<file path="src/rtl/pt_pkg.sv">
package pt_pkg;
  localparam int DW = 32;

  // entry bit positions
  localparam int B_PRES = 0;
  localparam int B_REF  = 1;
  localparam int B_MOD  = 2;
  localparam int B_X    = 3;
  localparam int B_W    = 4;
  localparam int B_R    = 5;

  localparam logic [1:0] ACC_RD = 2'd0;
  localparam logic [1:0] ACC_WR = 2'd1;
  localparam logic [1:0] ACC_EX = 2'd2;

  typedef enum logic [2:0] {
    S_IDLE, S_L1RD, S_L1CK, S_L2RD, S_L2CK, S_WB, S_FIN
  } walk_state_t;

  typedef enum logic [1:0] {
    ST_OK   = 2'd0,
    ST_PAGE = 2'd1,
    ST_PROT = 2'd2
  } walk_status_t;

  // rwx = {read, write, execute} permission bits of an entry
  function automatic logic perm_ok(logic [2:0] rwx, logic [1:0] acc);
    case (acc)
      ACC_RD:  return rwx[2];
      ACC_WR:  return rwx[1];
      ACC_EX:  return rwx[0];
      default: return 1'b0;
    endcase
  endfunction

  function automatic logic [DW-1:0] ent_touch(logic [DW-1:0] e, logic [1:0] acc);
    logic [DW-1:0] t;
    t = e;
    t[B_REF] = 1'b1;
    if (acc == ACC_WR) t[B_MOD] = 1'b1;
    return t;
  endfunction
endpackage

</file>
<file path="src/rtl/pt_entry_check.sv">
module pt_entry_check
  import pt_pkg::*;
(
  input  logic [DW-1:0] rdata,
  input  logic [1:0]    acc,
  output logic          present,
  output logic          allowed,
  output logic [DW-1:0] touched
);
  assign present = rdata[B_PRES];
  assign allowed = perm_ok(rdata[B_R:B_X], acc);
  assign touched = ent_touch(rdata, acc);
endmodule

</file>
<file path="src/rtl/pt_addr_gen.sv">
module pt_addr_gen #(
  parameter int          ADDR_W    = 32,
  parameter int          L1_W      = 10,
  parameter int          L2_W      = 10,
  parameter int          OFF_W     = 12,
  parameter int          MEM_AW    = 32,
  parameter logic [31:0] ROOT_BASE = 32'h0000_0400
) (
  input  logic [ADDR_W-1:0]            va,
  input  logic [pt_pkg::DW-OFF_W-1:0]  frame1,
  input  logic [pt_pkg::DW-OFF_W-1:0]  frame2,
  input  logic                         sel_l2,
  output logic [MEM_AW-1:0]            mem_addr,
  output logic [pt_pkg::DW-1:0]        pa_next
);
  localparam int FRAME_W = pt_pkg::DW - OFF_W;

  logic [L1_W-1:0]   idx1;
  logic [L2_W-1:0]   idx2;
  logic [OFF_W-1:0]  off;
  logic [MEM_AW-1:0] l1_addr;
  logic [MEM_AW-1:0] l2_addr;

  assign idx1 = va[ADDR_W-1 -: L1_W];
  assign idx2 = va[OFF_W +: L2_W];
  assign off  = va[OFF_W-1:0];

  assign l1_addr = MEM_AW'(ROOT_BASE) + MEM_AW'(idx1);
  assign l2_addr = MEM_AW'({frame1, idx2});

  assign mem_addr = sel_l2 ? l2_addr : l1_addr;
  assign pa_next  = {frame2, off};

  logic [FRAME_W-1:0] unused_w;
  assign unused_w = '0;
endmodule

</file>
<file path="src/rtl/pt_walk_fsm.sv">
module pt_walk_fsm
  import pt_pkg::*;
(
  input  logic clk,
  input  logic rst_n,
  input  logic req,
  input  logic present,
  input  logic allowed,
  output logic busy,
  output logic done,
  output logic mem_re,
  output logic mem_we,
  output logic sel_l2,
  output logic accept,
  output logic l1_pass,
  output logic l2_pass,
  output logic pg_fault,
  output logic prot_fault
);
  walk_state_t st_q, st_d;

  assign accept     = (st_q == S_IDLE) && req;
  assign l1_pass    = (st_q == S_L1CK) && present;
  assign l2_pass    = (st_q == S_L2CK) && present && allowed;
  assign pg_fault   = ((st_q == S_L1CK) || (st_q == S_L2CK)) && !present;
  assign prot_fault = (st_q == S_L2CK) && present && !allowed;

  assign busy   = (st_q != S_IDLE);
  assign done   = (st_q == S_FIN);
  assign mem_re = (st_q == S_L1RD) || (st_q == S_L2RD);
  assign mem_we = (st_q == S_WB);
  assign sel_l2 = (st_q == S_L2RD) || (st_q == S_L2CK) || (st_q == S_WB);

  always_comb begin
    st_d = st_q;
    case (st_q)
      S_IDLE: if (req) st_d = S_L1RD;
      S_L1RD: st_d = S_L1CK;
      S_L1CK: st_d = present ? S_L2RD : S_FIN;
      S_L2RD: st_d = S_L2CK;
      S_L2CK: st_d = (present && allowed) ? S_WB : S_FIN;
      S_WB:   st_d = S_FIN;
      S_FIN:  st_d = S_IDLE;
      default: st_d = S_IDLE;
    endcase
  end

  always_ff @(posedge clk or negedge rst_n) begin
    if (!rst_n) st_q <= S_IDLE;
    else        st_q <= st_d;
  end
endmodule

</file>
<file path="src/rtl/pt_walker.sv">
module pt_walker
  import pt_pkg::*;
#(
  parameter int          ADDR_W    = 32,
  parameter int          L1_W      = 10,
  parameter int          L2_W      = 10,
  parameter int          OFF_W     = 12,
  parameter int          MEM_AW    = 32,
  parameter logic [31:0] ROOT_BASE = 32'h0000_0400
) (
  input  logic              clk,
  input  logic              rst_n,
  input  logic              req,
  input  logic [ADDR_W-1:0] va,
  input  logic [1:0]        acc,
  output logic              busy,
  output logic              done,
  output logic [1:0]        status,
  output logic [DW-1:0]     pa,
  output logic [ADDR_W-1:0] fault_addr,
  output logic              mem_re,
  output logic              mem_we,
  output logic [MEM_AW-1:0] mem_addr,
  output logic [DW-1:0]     mem_wdata,
  input  logic [DW-1:0]     mem_rdata
);
  localparam int FRAME_W = DW - OFF_W;

  logic              accept, l1_pass, l2_pass, pg_fault, prot_fault, sel_l2;
  logic              present, allowed;
  logic [DW-1:0]     touched, pa_next;
  logic [ADDR_W-1:0] va_q;
  logic [1:0]        acc_q;
  logic [FRAME_W-1:0] frame1_q;
  logic [DW-1:0]     entry_q;
  walk_status_t      status_q;
  logic [DW-1:0]     pa_q;
  logic [ADDR_W-1:0] fault_addr_q;

  pt_walk_fsm u_fsm (
    .clk(clk), .rst_n(rst_n), .req(req),
    .present(present), .allowed(allowed),
    .busy(busy), .done(done), .mem_re(mem_re), .mem_we(mem_we),
    .sel_l2(sel_l2), .accept(accept), .l1_pass(l1_pass),
    .l2_pass(l2_pass), .pg_fault(pg_fault), .prot_fault(prot_fault)
  );

  pt_entry_check u_chk_ent (
    .rdata(mem_rdata), .acc(acc_q),
    .present(present), .allowed(allowed), .touched(touched)
  );

  pt_addr_gen #(
    .ADDR_W(ADDR_W), .L1_W(L1_W), .L2_W(L2_W), .OFF_W(OFF_W),
    .MEM_AW(MEM_AW), .ROOT_BASE(ROOT_BASE)
  ) u_addr (
    .va(va_q), .frame1(frame1_q), .frame2(mem_rdata[DW-1:OFF_W]),
    .sel_l2(sel_l2), .mem_addr(mem_addr), .pa_next(pa_next)
  );

  always_ff @(posedge clk or negedge rst_n) begin
    if (!rst_n) begin
      va_q         <= '0;
      acc_q        <= '0;
      frame1_q     <= '0;
      entry_q      <= '0;
      status_q     <= ST_OK;
      pa_q         <= '0;
      fault_addr_q <= '0;
    end else begin
      if (accept) begin
        va_q  <= va;
        acc_q <= acc;
      end
      if (l1_pass) frame1_q <= mem_rdata[DW-1:OFF_W];
      if (l2_pass) begin
        entry_q  <= touched;
        pa_q     <= pa_next;
        status_q <= ST_OK;
      end
      if (pg_fault || prot_fault) begin
        status_q     <= pg_fault ? ST_PAGE : ST_PROT;
        pa_q         <= '0;
        fault_addr_q <= va_q;
      end
    end
  end

  assign status     = status_q;
  assign pa         = pa_q;
  assign fault_addr = fault_addr_q;
  assign mem_wdata  = entry_q;
endmodule

</file>
<file path="config.mk">
export PLATFORM = sky130hd
export DESIGN_NAME = pt_walker
export DESIGN_NICKNAME = d
export VERILOG_FILES = /design/src/rtl/pt_pkg.sv /design/src/rtl/pt_entry_check.sv /design/src/rtl/pt_addr_gen.sv /design/src/rtl/pt_walk_fsm.sv /design/src/rtl/pt_walker.sv
export SDC_FILE = /design/constraint.sdc
export NUM_CORES = 1
export LEC_CHECK = 0
export BUFFER_PORTS_ARGS = -buffer_cell sky130_fd_sc_hd__buf_2
export CAP_MARGIN = 0
export CELL_PAD_IN_SITES_DETAIL_PLACEMENT = 1
export CELL_PAD_IN_SITES_GLOBAL_PLACEMENT = 1
export CORE_MARGIN = 2
export CORE_UTILIZATION = 35
export DETAILED_ROUTE_END_ITERATION = 7
export GPL_TIMING_DRIVEN = 0
export HOLD_SLACK_MARGIN = 0.12
export PLACE_DENSITY = 0.66
export SYNTH_ARGS = -nofsm -noshare
export SYNTH_HDL_FRONTEND = slang
export SYNTH_HIERARCHICAL = 1
export SYNTH_SLANG_ARGS = --single-unit
</file>
<file path="constraint.sdc">
create_clock -name clk -period 2.4 [get_ports clk]
set_input_delay 0.12 -clock clk [delete_from_list [all_inputs] [get_ports clk]]
set_output_delay 0.12 -clock clk [all_outputs]
set_load 0.05 [all_outputs]
</file>
Word-level counts from Yosys, hierarchy flattened
Index checks and enable logic that the tools add are counted.

Register bits after elaboration: 155. Input bits: 69. Output and inout bits: 134. Word-level logic and storage cells: 48.

Add/sub/neg operators: 1. Equality and inequality tests: 9. Multiplexer cells: 12. Reductions and logical operators: 18.

Operator list (number): 32-bit two-way mux (3); 3-bit one-hot mux with 6 select lines (1); 11-bit by 10-bit adder with 12-bit output, first input constant (1); 3-bit == test, second input constant (3); 2-bit two-way mux (4); 1-bit logical AND (7); 3-bit by 2-bit == test with 1-bit output, second input constant (2); 3-bit two-way mux (2); 1-bit logical OR (5); 3-bit by 1-bit == test with 1-bit output, second input constant (1); 3-bit logical NOT (1); 1-bit one-hot mux with 3 select lines (1); 3-bit nonzero test (1); 2-bit by 1-bit == test with 1-bit output, second input constant (1); 2-bit == test, second input constant (1); 1-bit logical NOT (2); 2-bit logical NOT (1); 2-bit != test, second input constant (1); 2-bit nonzero test (1); 1-bit two-way mux (1).

Longest topological paths before layout
Gate-level depths: netlist of run 1.

Depth in word-level cells: 6. Depth in mapped cells: 8. Depth with buffers taken out: 6.

By module
Netlist of run 1, hierarchy kept.

By module, submodules not included: pt_walker (instances 1, cells each 360, area an instance 5775.5 sq um, sequential area each 3803.6 sq um); pt_addr_gen (instances 1, cells each 68, area an instance 555.5 sq um, sequential area each 0.0 sq um); pt_entry_check (instances 1, cells each 38, area an instance 277.8 sq um, sequential area each 0.0 sq um); pt_walk_fsm (instances 1, cells each 29, area an instance 246.5 sq um, sequential area each 75.1 sq um).

Worst setup path before layout of run 1
Ideal clock, no wire load.

Kind: reg-to-reg. Start point: register acc_q[1]. End point: register entry_q[24] (netlist: mem_wdata[24]). Setup time: 0.125 ns. Arrival time: 1.606 ns. Required time: 2.275 ns. Path slack: 0.670 ns. Stages on the path, launching flop included: 8. Path buffers: 2. Clock period less this slack: 1.730 ns. Path through: dfrtp_1 -> mux2i_1 -> o21ai_1 -> nand2_1 -> nor2_1 -> buf_4 -> buf_4 -> mux2_2.

Word-level cells in the longest chain between the ends: 3. Elaborated cells between the ends (all ways): 5. Those cells by class: 2 x eq/ne; 1 x mux; 2 x reduce/logical.

RTL lines: from (decl) (RTL line pt_walker.sv:33) `logic [1:0] acc_q;`; from (signal assigned) (RTL line pt_walker.sv:64) `acc_q <= '0;`; from (signal assigned) (RTL line pt_walker.sv:73) `acc_q <= acc;`; 2-bit == test, or another cell as far along (RTL line pt_pkg.sv:28) `case (acc)`; 1-bit one-hot mux with 3 select lines (*) (RTL line pt_pkg.sv:28); named net allowed (RTL line pt_walker.sv:30) `logic present, allowed;`; 1-bit logical AND (*) (RTL line pt_walk_fsm.sv:24) `assign l2_pass = (st_q == S_L2CK) && present && allowed;`; named net l2_pass (RTL line pt_walker.sv:29) `logic accept, l1_pass, l2_pass, pg_fault, prot_fault, sel_l2;`; to (signal assigned) (RTL line pt_walker.sv:77) `entry_q <= touched;`; to (decl) (RTL line pt_walker.sv:35) `logic [DW-1:0] entry_q;`.

Mark *: on every way through the listed nets, which the timed path passes. The rest lies on a longest branch. A chain may end at the register's enable or synchronous reset.

Worst setup path after layout of run 1
Start point: register u_fsm.st_q[2]. End point: output mem_addr[6].

Word-level cells in the longest chain between the ends: 4. Elaborated cells between the ends (all ways): 6. Those cells by class: 3 x eq/ne; 1 x mux; 2 x reduce/logical.

RTL lines: from (decl) (RTL line pt_walk_fsm.sv:20) `walk_state_t st_q, st_d;`; from (signal assigned) (RTL line pt_walk_fsm.sv:50) `else st_q <= st_d;`; 3-bit by 2-bit == test with 1-bit output / 3-bit == test (equally long branches) (RTL line pt_walk_fsm.sv:32) `assign sel_l2 = (st_q == S_L2RD) || (st_q == S_L2CK) || (st_q == S_WB);`; 1-bit logical OR (RTL line pt_walk_fsm.sv:32); 1-bit logical OR (*) (RTL line pt_walk_fsm.sv:32); named net sel_l2 (RTL line pt_walker.sv:29); 32-bit two-way mux (*) (RTL line pt_addr_gen.sv:31) `assign mem_addr = sel_l2 ? l2_addr : l1_addr;`; to (decl) (RTL line pt_walker.sv:23) `output logic [MEM_AW-1:0] mem_addr,`.

Marked as above.

==> metrics.txt, run 1 <==
gr usage total=0.1778; antenna violations before repair=0; Die Y=144.0 microns; core box area=0.01933 sq mm; vias in the first global route=5157; CP required=2.28 ns; # Max-Cap Violations=0; post-place setup slack=0.2530 ns; Register Area=0.003879 sq mm; Worst Skew=0.007474 ns; status=finished clean; Cell Area, Synth=0.006855 sq mm; Clock transition at path regs=0.06 ns; average vias per placed instance=4.469; total CTS buffers=17; Hold Path Class=input pin to register; CTS sink count=155; critical path's slowest cell=dfrtp_1; fraction of layout cells with a size suffix above 1=0.5654; total grt overflow=0; max_slew headroom=0.4616; setup slack after layout=0.1958 ns; critical path class=register to output port; CTS H-tree lvls=4; Critical Path Start Type=register; crit path time final=2.204 ns; RSZ-0062 raised after global routing=false; # fillers=2048; crit path cell chain=buf_6, nand2b_4, o21ai_2, buf_6, mux2_4, buf_2; IO Pins=203; sequential area share after synthesis=0.5658; GP Congestion=0.7131; crit end category=output port; Initial Util=0.3546; placed cell count=954; clock root cell=clkbuf_16; port bufs=192; Die Wd=144.0 microns; remaining antenna violation count after routing=0; Remaining DRCs=0; DIE AREA=0.02072 sq mm; # setup viols final=0; final cell count without fillers=1052; Final Hold Vio Count=0; crit path DAT=2.08 ns; worst skew pair latency=0.41 ns; Vias=4701; Slew @ Worst Pin=0.8076 ns; Max Fclk=0.4537 GHz; post-DP HPWL=12.19 mm; Warnings, synthesis=6; largest fanout on the critical path=10; largest net degree at the start of global routing=83; syn avg cell area=13.85 sq um; post-DR wirelength/cell=17.07 microns; Layout Area Growth over Synthesis=37.58%; Multi-input gate area=0.002305 sq mm; Netlist cell types=32; ys flop type=dfrtp_1; Starting DRT DRC Count=125; CTS tree=yes; Mapped Cells=495; FFs w/ async S/R, synth=1.000; EDFF count, synth=0; post-synth top area cell=dfrtp_1; Core Rows=51; TritonRoute pass-1 iters=3; DRT Wirelength=17.96 mm; first-pass GRT wire length=28.02 mm; Post-CTS Setup Inserts=0; #FFs+latches synth=155; Slew Viols, Final=0; max incr delay on CP=0.39 ns; period utilization=0.9184; ant diodes=0; ranking of synthesized cells by area=dfrtp_1 57%, mux2_2 18%, buf_4 8.0%; most used cell, CP=buf_6; Longest Clk Path Bufs=2; Final nets=843; top-area cell type share of the netlist area=0.5658
[critical path: cells and delay by family (launching register included)]
kind / cells / cell delay, ns
buf+inv: 3 / 0.58
flops: 1 / 0.39
mux: 1 / 0.32
simple gates: 1 / 0.16
compound gates: 1 / 0.21
[repair_timing]
item | CTS | global route
resized for setup | 0 | 1
hold buffers | 66 | 0
endpoints found under the setup margin | 0 | 10
hold endpoints to repair | 191 | 0
[cell families after synthesis]
| family | Yosys count | share of synthesized area |
|---|---|---|
| compound gates | 11 | 0.01113 |
| buf+inv | 92 | 0.09911 |
| flops | 155 | 0.5658 |
| mux | 161 | 0.2667 |
| other cells | 2 | 0.001095 |
| simple gates | 74 | 0.05622 |
[flip-flops by register name, indices dropped and copies added (netlist names)]
register and cells:
mem_wdata 32, status 2, frame1_q 20, pa 32
fault_addr 32, u_fsm/st_q 3, acc_q 2, va_q 32
[final cells by class]
class / instances / share of cell area
repair buffers: 259 / 0.1755
inverters: 3 / 0.001194
clock buffers: 22 / 0.04922
plain buffers: 89 / 0.07084
multi-input cells: 249 / 0.2444
well taps: 265 / 0.03516
flip-flops and latches: 155 / 0.4112
clock inverters: 10 / 0.01247
[metal layers]
metal	global-route usage	part of all wire	vias to the layer above
li1	-	-	2158
met1	0.2134	0.42	2382
met4	0.05624	0.011	0
met2	0.3095	0.51	143
met3	0.04932	0.061	18
met5	0	0	-
[through the flow]
stage | hold slack (ns) | TNS, ns | utilization | cell area (sq um)
after CTS | 0.2930 | 0 | 0.4876 | 9428
after global routing | 0.3181 | 0 | 0.4878 | 9432
after global placement | 0.3521 | -166.55 | 0.4216 | 8152
after floorplan | -0.1756 | 0 | - | 6859
final | 0.3064 | 0 | 0.4878 | 9432
after detailed placement | 0.2411 | 0 | 0.4233 | 8185
[cells in the mapped netlist (2+ instances only)]
cell and instances:
a21o_1 2, a21oi_1 2, and2_1 20, buf_2 10
buf_4 73, buf_6 5, conb_1 2, dfrtp_1 155
inv_1 2, mux2_2 112, mux2_4 15, mux2i_1 33
nand2_1 3, nand2b_1 4, nor2_1 36, nor2b_1 3
o21ai_1 3
[path summary, 6_finish.rpt]
kind / slack [ns] / to / depth (start not counted) / startpoint
max in group asynchronous: 1.22 / fault_addr[11]$_DFFE_PN0P_ / 3 / rst_n
worst min register to register: 0.48 / status[0]$_DFFE_PN0P_ / 1 / status[0]$_DFFE_PN0P_
worst max-delay path: 0.20 / mem_addr[6] / 6 / u_fsm/st_q[2]$_DFFE_PN0P_
min in group asynchronous: 0.32 / mem_wdata[29]$_DFFE_PN0P_ / 2 / rst_n
worst max register to register: 0.30 / mem_wdata[30]$_DFFE_PN0P_ / 7 / acc_q[1]$_DFFE_PN0P_
worst min-delay path: 0.31 / u_fsm/st_q[0]$_DFFE_PN0P_ / 4 / req
[layout by cell type, fill, tap and decap left out, drive strengths merged, types with 2 or more instances in the layout]
cell         count
mux2i           33
o21ai            3
buf            281
inv              3
bufinv           2
clkinv           7
a21o             2
nor2            38
a21oi            2
dlygate4sd3     66
nand2b           5
dfrtp          155
nor2b            3
and2            20
clkbuf          23
conb             3
mux2           128
nand2            3
a211oi           2
Power of run 1 is left out: the tool's default activity adds up to more than one toggle a clock period on the data nets, which glitch-free logic cannot reach.
==> run 2: changes to the inputs <==
--- a/config.mk
+++ b/config.mk
@@ -9,7 +9,7 @@
 export CAP_MARGIN = 0
 export CELL_PAD_IN_SITES_DETAIL_PLACEMENT = 1
 export CELL_PAD_IN_SITES_GLOBAL_PLACEMENT = 1
-export CORE_MARGIN = 2
+export CORE_MARGIN = 3
 export CORE_UTILIZATION = 35
 export DETAILED_ROUTE_END_ITERATION = 7
 export GPL_TIMING_DRIVEN = 0
==> metrics.txt, run 2 (same netlist as run 1, synthesis figures left out) <==
fraction of layout cells with a size suffix above 1=0.5662; Worst Setup SP=u_fsm/st_q[2]$_DFFE_PN0P_; TritonRoute pass-1 iters=4; crit path cell chain=buf_6, nand2b_4, o21ai_2, buf_6, mux2_4, buf_2; R2R setup slack=0.28 ns; Die Wd=146.0 microns; Slew @ Worst Pin=0.6489 ns; Worst Skew=0.006806 ns; final cell count without fillers=1046; CTS sink count=155; total CTS buffers=17; max incr delay on CP=0.39 ns; Longest Clk Path Bufs=2; R2R Path Start=acc_q[1]$_DFFE_PN0P_; Hold Path Class=input pin to async pin; period utilization=0.9197; port bufs=192; CTS tree=yes; Starting DRT DRC Count=84; crit end category=output port; crit path time final=2.207 ns; total grt overflow=0; status=finished clean; critical path class=register to output port; Critical Path End=mem_addr[7]; Die Y=146.0 microns; Vias=4696; vias in the first global route=5396; ant diodes=0; final hold slack=0.2885 ns; worst flop-to-flop path endpoint=mem_wdata[25]$_DFFE_PN0P_; core box area=0.01896 sq mm; max_slew headroom=0.5674; # Max-Cap Violations=0; most used cell, CP=buf_6; DRT Wirelength=18.16 mm; placed cell count=949; Remaining DRCs=0; Post-CTS Setup Inserts=0; antenna violations before repair=0; average vias per placed instance=4.489; Final nets=843; Initial Util=0.3617; Core Rows=50; largest fanout on the critical path=10; worst skew pair latency=0.42 ns; Final Hold Vio Count=0; clock root cell=clkbuf_16; commonest cells after routing, fill and taps aside=201 x buf_2, 155 x dfrtp_1, 112 x mux2_2; post-DP HPWL=12.63 mm; commonest non-fill, non-tap cell in the layout=buf_2; # setup viols final=0; post-place setup slack=0.2115 ns; DIE AREA=0.02130 sq mm; Critical Path Start Type=register; RSZ-0062 raised after global routing=false; setup slack after layout=0.1926 ns; crit path DAT=2.09 ns; remaining antenna violation count after routing=0; Slew Viols, Final=0; first-pass GRT wire length=29.10 mm; Worst R2R Path Depth=7; IO Pins=203; Clock transition at path regs=0.06 ns; gr usage total=0.1725; critical path's slowest cell=dfrtp_1; CTS H-tree lvls=4; GP Congestion=0.7194; largest net degree at the start of global routing=89; CP required=2.28 ns; post-DR wirelength/cell=17.36 microns; Max Fclk=0.4530 GHz; Layout Area Growth over Synthesis=38.35%
## run 2: cell count changes in the layout (fill, tap and decap cells not counted), sizes merged
cell	previous run	this run
bufinv	2	5
clkinv	7	5
clkbuf	23	21
## run 2: how the worst min path moves through the flow
stage                start                        end  slack (ns)  depth (start not counted)
floorplan            rst_n       acc_q[0]$_DFFE_PN0P_       -0.18                          0
global placement    va[22]       va_q[22]$_DFFE_PN0P_        0.35                          2
detailed placement   rst_n  mem_wdata[24]$_DFFE_PN0P_        0.17                          1
CTS                  rst_n  mem_wdata[24]$_DFFE_PN0P_        0.29                          2
global route         rst_n  mem_wdata[24]$_DFFE_PN0P_        0.34                          2
finish               rst_n  mem_wdata[24]$_DFFE_PN0P_        0.29                          2
## run 2: what timing repair did
item / CTS / global route
resized for setup: 0 / 1
endpoints found under the hold margin: 177 / 0
hold buffers: 66 / 0
endpoints found under the setup margin: 0 / 10
## run 2: area by class of cell
| type | count | area [sq um] |
|---|---|---|
| buffer | 89 | 668.1 |
| clock buffer | 20 | 446.7 |
| clock inverter | 11 | 193.9 |
| fill | 2021 | 9472 |
| inverter | 3 | 11.26 |
| multi-input combinational | 249 | 2305 |
| sequential | 155 | 3879 |
| tap | 260 | 325.3 |
| timing repair buffer | 259 | 1655 |
## run 2: critical path: cells and delay by family, from the launching register on
family	cells	cell delay [ns]
simple gates	1	0.15
buf+inv	3	0.58
compound gates	1	0.21
flops	1	0.39
mux	1	0.32
## run 2: through the flow
| stage | setup TNS (ns) | util | cell area (sq um) |
|---|---|---|---|
| floorplan | 0 | - | 6859 |
| global placement | -168.14 | 0.4297 | 8145 |
| detailed placement | 0 | 0.4315 | 8179 |
| CTS | 0 | 0.5001 | 9480 |
| global route | 0 | 0.5003 | 9484 |
| finish | 0 | 0.5003 | 9484 |
## run 2: layer usage
metal,track usage,part of all wire,vias up
met1,0.2081,0.43,2360
met4,0.05461,0.013,0
li1,-,-,2166
met2,0.2912,0.49,153
met3,0.05886,0.070,17
met5,0,0,-
Power of run 2 is left out for the same reason.
